**src/rtl/boost_governor.sv**
```systemverilog
module boost_governor #(
  parameter int DW      = 32,
  parameter int PERIOD  = 12,
  parameter int STEP    = 16000,
  parameter int BAND_PM = 6,
  parameter int UP_C0   = 200,
  parameter int DN_C0   = 50,
  parameter int UP_T0   = 60,
  parameter int DN_T0   = 40,
  parameter int UP_C1   = 800,
  parameter int DN_C1   = 90,
  parameter int UP_T1   = 27,
  parameter int DN_T1   = 10,
  parameter int DEP1    = 50000
) (
  input  logic          clk,
  input  logic          rst,
  input  logic          start,
  input  logic          ch,
  input  logic          ev_upper,
  input  logic          ev_lower,
  input  logic          en_above_in,
  input  logic          en_below_in,
  input  logic [DW-1:0] avg_in,
  input  logic [DW-1:0] cur_freq,
  input  logic [DW-1:0] max_freq,
  input  logic [DW-1:0] cpu_floor,
  output logic          busy,
  output logic          done,
  output logic          en_above,
  output logic          en_below,
  output logic [DW-1:0] wm_upper,
  output logic [DW-1:0] wm_lower,
  output logic [DW-1:0] avg_wm_upper,
  output logic [DW-1:0] avg_wm_lower,
  output logic [DW-1:0] boost_out,
  output logic [DW-1:0] freq_target
);
  localparam int AW   = 2 * DW;
  localparam int CW   = $clog2(AW);
  localparam int NOPS = 11;
  localparam int SUS0 = 10000 / UP_T0;
  localparam int SUS1 = 10000 / UP_T1;
  localparam int HALF = STEP / 2;

  typedef enum logic [1:0] {S_IDLE, S_RUN, S_FIN} state_t;
  state_t state;

  logic [3:0]    idx;
  logic [CW-1:0] cnt;
  logic          ld;
  logic [AW-1:0] acc, opa, opb, last;
  logic          c_ch, c_up, c_lo, c_ea, c_eb;
  logic [DW-1:0] c_avg, c_cur, c_max, c_fl;
  logic [DW-1:0] qb, bq, tq;
  logic [DW-1:0] boost_r [2];
  logic [DW-1:0] tgt_r [2];

  logic [DW-1:0] k_uc, k_dc, k_ut, k_dt, k_sus, k_coef;
  assign k_uc   = c_ch ? DW'(UP_C1) : DW'(UP_C0);
  assign k_dc   = c_ch ? DW'(DN_C1) : DW'(DN_C0);
  assign k_ut   = c_ch ? DW'(UP_T1) : DW'(UP_T0);
  assign k_dt   = c_ch ? DW'(DN_T1) : DW'(DN_T0);
  assign k_sus  = c_ch ? DW'(SUS1)  : DW'(SUS0);
  assign k_coef = c_up ? k_uc : (c_lo ? k_dc : DW'(100));

  logic          op_mul;
  logic [AW-1:0] op_a, op_b;
  always_comb begin
    op_mul = 1'b0;
    op_a   = last;
    op_b   = AW'(100);
    case (idx)
      4'd0:  begin op_mul = 1'b1; op_a = AW'(boost_r[c_ch]); op_b = AW'(k_coef); end
      4'd2:  begin op_mul = 1'b1; op_a = AW'(c_cur); op_b = AW'(k_ut * DW'(PERIOD)); end
      4'd4:  begin op_mul = 1'b1; op_a = AW'(c_cur); op_b = AW'(k_dt * DW'(PERIOD)); end
      4'd6:  begin op_mul = 1'b1; op_a = AW'(c_max); op_b = AW'(BAND_PM); end
      4'd7:  op_b = AW'(1000);
      4'd8:  begin op_a = AW'(c_avg); op_b = AW'(PERIOD); end
      4'd9:  begin op_mul = 1'b1; op_b = AW'(k_sus); end
      default: ;
    endcase
  end

  logic [AW-1:0] dv_t, acc_n, opa_n, opb_n;
  logic          dv_ge;
  assign dv_t  = {acc[AW-2:0], opa[AW-1]};
  assign dv_ge = dv_t >= opb;
  assign acc_n = op_mul ? (opb[0] ? acc + opa : acc) : (dv_ge ? dv_t - opb : dv_t);
  assign opa_n = op_mul ? {opa[AW-2:0], 1'b0} : {opa[AW-2:0], dv_ge};
  assign opb_n = op_mul ? {1'b0, opb[AW-1:1]} : opb;

  logic [AW-1:0] res;
  assign res = op_mul ? acc_n : opa_n;

  logic [DW:0]   up_sum;
  logic          dep;
  logic [DW-1:0] nb, band, tsum, tfin;
  logic          n_ea, n_eb, f_eb;
  assign up_sum = {1'b0, qb} + (DW+1)'(STEP);
  assign dep    = c_ch && (c_avg >= DW'(DEP1));
  always_comb begin
    nb = qb; n_ea = c_ea; n_eb = c_eb;
    if (c_up) begin
      n_eb = 1'b1;
      if (up_sum >= {1'b0, c_max}) begin nb = c_max; n_ea = 1'b0; end
      else begin nb = up_sum[DW-1:0]; n_ea = 1'b1; end
    end else if (c_lo) begin
      n_ea = 1'b1;
      if (qb < DW'(HALF)) begin nb = '0; n_eb = 1'b0; end
      else n_eb = 1'b1;
    end
  end
  assign f_eb = dep ? 1'b1 : ((c_ch && nb == '0) ? 1'b0 : n_eb);
  assign band = bq * DW'(PERIOD);
  assign tsum = tq + nb;
  assign tfin = (dep && c_fl > tsum) ? c_fl : tsum;

  assign busy        = state != S_IDLE;
  assign freq_target = (tgt_r[0] > tgt_r[1]) ? tgt_r[0] : tgt_r[1];

  always_ff @(posedge clk) begin
    if (rst) begin
      state <= S_IDLE;
      idx <= '0; cnt <= '0; ld <= 1'b0;
      acc <= '0; opa <= '0; opb <= '0; last <= '0;
      c_ch <= 1'b0; c_up <= 1'b0; c_lo <= 1'b0; c_ea <= 1'b0; c_eb <= 1'b0;
      c_avg <= '0; c_cur <= '0; c_max <= '0; c_fl <= '0;
      qb <= '0; bq <= '0; tq <= '0;
      boost_r[0] <= '0; boost_r[1] <= '0;
      tgt_r[0] <= '0; tgt_r[1] <= '0;
      done <= 1'b0; en_above <= 1'b0; en_below <= 1'b0;
      wm_upper <= '0; wm_lower <= '0; avg_wm_upper <= '0; avg_wm_lower <= '0;
      boost_out <= '0;
    end else begin
      done <= 1'b0;
      case (state)
        S_IDLE: if (start) begin
          c_ch <= ch; c_up <= ev_upper; c_lo <= ev_lower;
          c_ea <= en_above_in; c_eb <= en_below_in;
          c_avg <= avg_in; c_cur <= cur_freq; c_max <= max_freq; c_fl <= cpu_floor;
          idx <= '0; ld <= 1'b1;
          state <= S_RUN;
        end
        S_RUN: if (ld) begin
          acc <= '0; opa <= op_a; opb <= op_b; cnt <= '0; ld <= 1'b0;
        end else begin
          acc <= acc_n; opa <= opa_n; opb <= opb_n;
          cnt <= cnt + 1'b1;
          if (cnt == CW'(AW - 1)) begin
            last <= res;
            case (idx)
              4'd1:  qb       <= res[DW-1:0];
              4'd3:  wm_upper <= res[DW-1:0];
              4'd5:  wm_lower <= res[DW-1:0];
              4'd7:  bq       <= res[DW-1:0];
              4'd10: tq       <= res[DW-1:0];
              default: ;
            endcase
            if (idx == 4'(NOPS - 1)) state <= S_FIN;
            else begin idx <= idx + 1'b1; ld <= 1'b1; end
          end
        end
        S_FIN: begin
          boost_r[c_ch] <= nb;
          tgt_r[c_ch]   <= tfin;
          boost_out     <= nb;
          en_above      <= n_ea;
          en_below      <= f_eb;
          avg_wm_upper  <= c_avg + band;
          avg_wm_lower  <= (c_avg >= band) ? c_avg - band : '0;
          done          <= 1'b1;
          state         <= S_IDLE;
        end
        default: state <= S_IDLE;
      endcase
    end
  end
endmodule


```
**config.mk**
```make
export PLATFORM = sky130hd
export DESIGN_NAME = boost_governor
export DESIGN_NICKNAME = d
export VERILOG_FILES = /design/src/rtl/boost_governor.sv
export SDC_FILE = /design/constraint.sdc
export NUM_CORES = 2
export LEC_CHECK = 0
export BUFFER_PORTS_ARGS = -buffer_cell sky130_fd_sc_hd__clkbuf_2
export CORE_MARGIN = 3
export CORE_UTILIZATION = 30
export CTS_CLUSTER_DIAMETER = 150
export CTS_CLUSTER_SIZE = 20
export DETAILED_ROUTE_END_ITERATION = 10
export GPL_ROUTABILITY_DRIVEN = 0
export GPL_TIMING_DRIVEN = 1
export RECOVER_POWER = 25
export SETUP_SLACK_MARGIN = 0.5
export SYNTH_ARGS = -nofsm -noshare
export SYNTH_HDL_FRONTEND = slang
export SYNTH_SLANG_ARGS = --single-unit
```
**constraint.sdc**
```tcl
create_clock -name clk -period 10.7 [get_ports clk]
set_clock_uncertainty 0.1 [all_clocks]
set_input_delay 0.535 -clock clk [delete_from_list [all_inputs] [get_ports clk]]
set_output_delay 0.535 -clock clk [all_outputs]
set_load 0.005 [all_outputs]
```
==> results.sh <==
export IMPL_status="finished with violations"
export IMPL_violations="max-capacitance violations, max-slew violations"
export IMPL_synthToLayoutAreaGrowth_pct=12.6
export IMPL_drt_wl_total_um=173000
export IMPL_core_area_sq_um=147000
export IMPL_avgSynthCellArea_sq_um=7.91
export IMPL_crit_slowest_cell="o41ai_4"
export IMPL_critPathTopFamily="simple AND/OR/NAND/NOR gates"
export IMPL_synthCells=5649
export IMPL_cts_sinks=734
export IMPL_fin_nets=6279
export IMPL_holdCritPathClass="in2reg"
export IMPL_synth_largest_area_cell="dfxtp_1"
export IMPL_syn_num_nets=6084
export IMPL_min_period_over_period_pct=90.3
export IMPL_required_ps=11100
export IMPL_htree_levels=2
export IMPL_port_buffers=331
export IMPL_ys_flop_type="dfxtp_1"
export IMPL_yosys_warnings=0
export IMPL_fmax_ghz=0.104
export IMPL_power_frac_seq_pct=49.5
export IMPL_ys_seq_area_share_pct=35.8
export IMPL_rsz0062_at_grt="no"
export IMPL_ys_types=87
export IMPL_drive_gt1_share_pct=9.09
export IMPL_start_util_pct=30.4
export IMPL_path_class="reg2reg"
export IMPL_cts_tree="yes"
export IMPL_clkPwrFrac_pct=29.8
export IMPL_tightest_slew_ps=4510
export IMPL_grt_pass1_vias=39538
export IMPL_start_kind="register"
export IMPL_pwr_density_cell_nw_per_um2=119
export IMPL_wl_per_cell_um=22.3
export IMPL_place_inst=7622
export IMPL_p_sw_mw=1.94
export IMPL_netSwitchingFraction_pct=32.4
export IMPL_cts_max_path_buffers=3
export IMPL_period_needed_ps=9660
export IMPL_max_slew_margin_pct=-200
export IMPL_internal_power_mw=4.06
export IMPL_yosys_top_cells_count="906 x nand2_1, 613 x a21oi_1, 606 x dfxtp_1"
export IMPL_die_area_sq_um=154000
export IMPL_pin_count=332
export IMPL_die_y_um=392
export IMPL_syn_area_sq_um=44700
export IMPL_max_stage_delay_ps=530
export IMPL_leakage_nw=19.4
export IMPL_rows=140
export IMPL_ant_nets=0
export IMPL_antenna_found_initial=16
export IMPL_critPathMaxFanout=37
export IMPL_pwr_share_comb_pct=20.8
export IMPL_grt_overflow_total=0
export IMPL_slew_viol_final=696
export IMPL_via_count=43228
export IMPL_synthArstFlopShare_pct=0
export IMPL_drc_errors=0
export IMPL_worstSetupEndpointType="register"
export IMPL_synth_seq_cells=734
export IMPL_grt_usage_pct=21.5
export IMPL_yosysTopAreaCellShare_pct=27.2
export IMPL_crit_arrival_ps=10060
export IMPL_clk_pin_slew_ps=100
export IMPL_clkLatencyLatePin_ps=680
export IMPL_hpwl_um=126000
export IMPL_maxCapViolCount=11
export IMPL_cts_root_buf="clkbuf_16"
export IMPL_grt_pass1_wl_um=254000
export IMPL_hold_violations=0
export IMPL_crit_top_cell="ha_1"
export IMPL_synthMostInstantiatedCell="nand2_1"
export IMPL_die_x_um=392
export IMPL_fillCellCount=15492
export IMPL_synthTopCellsByArea="dfxtp_1 27%, edfxtp_1 8.6%, ha_1 8.2%"
export IMPL_final_cells=7787
export IMPL_tns_ps=0
export IMPL_path_buf_inv=3
export IMPL_synth_edf_count=128
export IMPL_routed_via_density=5.55
export IMPL_setup_viol=0
export IMPL_grt_max_degree=118
export IMPL_drt_pass1_iter_count=9
export IMPL_cts_buffers_inserted=43
export IMPL_initialDrtViolationCount=4247
export IMPL_irDropWorstVdd_mv=0.111
==> metal layers <==
| layer | vias to the layer above | track usage, % | part of all wire (%) |
|---|---|---|---|
| met5 | - | 0 | 0.034 |
| met2 | 1922 | 31.3 | 42 |
| met4 | 8 | 8.89 | 4.2 |
| met1 | 20602 | 30.2 | 44 |
| met3 | 329 | 4.95 | 9.8 |
| li1 | 20367 | - | - |
==> final cells by class <==
| class | count | area (sq um) | area share (%) |
|---|---|---|---|
| Multi-Input combinational cell | 4299 | 26700 | 53.1 |
| Clock buffer | 57 | 1130 | 2.24 |
| Antenna cell | 8 | 20.0 | 0.0398 |
| Sequential cell | 734 | 16000 | 31.8 |
| Tap cell | 1917 | 2400 | 4.77 |
| Inverter | 253 | 950 | 1.89 |
| Clock inverter | 6 | 56.3 | 0.112 |
| Timing Repair Buffer | 513 | 3060 | 6.08 |
==> per-stage QoR <==
stage / total power [mW] / setup WS (ps) / util (%) / cell area (sq um) / hold slack, ps
global route: 6.22 / 505 / 34.2 / 50300 / 15.2
detailed placement: 4.21 / 271 / 32.9 / 48200 / 340
global placement: 4.21 / 622 / 32.9 / 48200 / 334
finish: 6.00 / 1040 / 34.3 / 50300 / 42.0
CTS: 6.01 / 542 / 34.3 / 50300 / 1.98
floorplan: 3.77 / 1410 / - / 44700 / 328
==> flip-flops by register name (all words and copies together) (netlist names), 2 cells and up, named ones only <==
register / count
acc: 64
avg_wm_lower: 32
avg_wm_upper: 32
boost_out: 32
boost_r: 64
bq: 30
c_avg: 32
c_cur: 32
c_fl: 32
c_max: 32
cnt: 6
idx: 4
last: 64
opa: 64
opb: 10
qb: 32
state: 2
tgt_r: 64
tq: 32
wm_lower: 32
wm_upper: 32
==> worst reg2reg max path: cells and delay by family, from the launching register on <==
| family | cells | cell delay (ps) |
|---|---|---|
| compound gates | 13 | 2990 |
| xor+xnor | 1 | 190 |
| fa+ha+maj | 4 | 1190 |
| buf+inv | 3 | 510 |
| flops | 1 | 410 |
| mux | 1 | 330 |
| simple gates | 16 | 3780 |
==> power by group through the flow <==
stage | Clock (mW) | Combinational, mW | Sequential (mW)
final | 1.79 | 1.25 | 2.97
after global routing | 1.90 | 1.35 | 2.98
after CTS | 1.83 | 1.22 | 2.97
after detailed placement | 0 | 1.18 | 3.03
after global placement | 0 | 1.18 | 3.03
after floorplan | 0 | 0.787 | 2.99
==> placed cells by master, fill, tap and decap left out, drive strengths merged, types with 30 or more instances in the layout <==
master / n
mux2i: 71
a211oi: 134
o31ai: 35
o21a: 49
a21o: 103
a221o: 35
inv: 257
nor3: 128
nor4: 40
o211ai: 30
edfxtp: 128
nor2b: 52
xnor2: 144
ha: 293
buf: 92
xor2: 79
a22oi: 41
nor2: 491
a21oi: 613
dfxtp: 606
clkbuf: 394
nand3: 135
or3: 39
dlygate4sd3: 84
o221ai: 39
nand2: 908
nand2b: 32
a31oi: 54
o21ai: 259
and2: 31
and3: 54
mux2: 63
nand4: 56
o21bai: 39
==> path summary, 6_finish.rpt <==
check / to / from / slack (ps) / cells after the start
setup / recovery: tgt_r[1][30]$_SDFFCE_PN0P_ / qb[7]$_SDFFE_PP0P_ / 1040 / 38
hold / removal: c_avg[11]$_SDFFE_PP0P_ / avg_in[11] / 40 / 3
setup reg to reg: tgt_r[1][30]$_SDFFCE_PN0P_ / qb[7]$_SDFFE_PP0P_ / 1040 / 38
hold reg to reg: last[41]$_SDFFE_PP0P_ / last[41]$_SDFFE_PP0P_ / 350 / 2
==> cell families after synthesis <==
group / after synthesis / synth area share (%)
AOI/OAI and AO/OA: 1600 / 22.7
xor gates and xnor gates: 223 / 4.37
adders and majority gates: 299 / 8.47
buffers and inverters: 618 / 5.23
DFF: 734 / 35.8
muxes: 134 / 3.18
and+or+nand+nor: 2041 / 20.3
==> timing repair <==
action / CTS / global route
hold endpoints to repair: 84 / 0
hold buffers: 84 / 0
gates cloned: 0 / 2
pin swaps: 0 / 5
setup endpoints to repair: 56 / 56
setup buffers: 0 / 8
resized for setup: 6 / 22
Power figures use the tool's default switching activity.
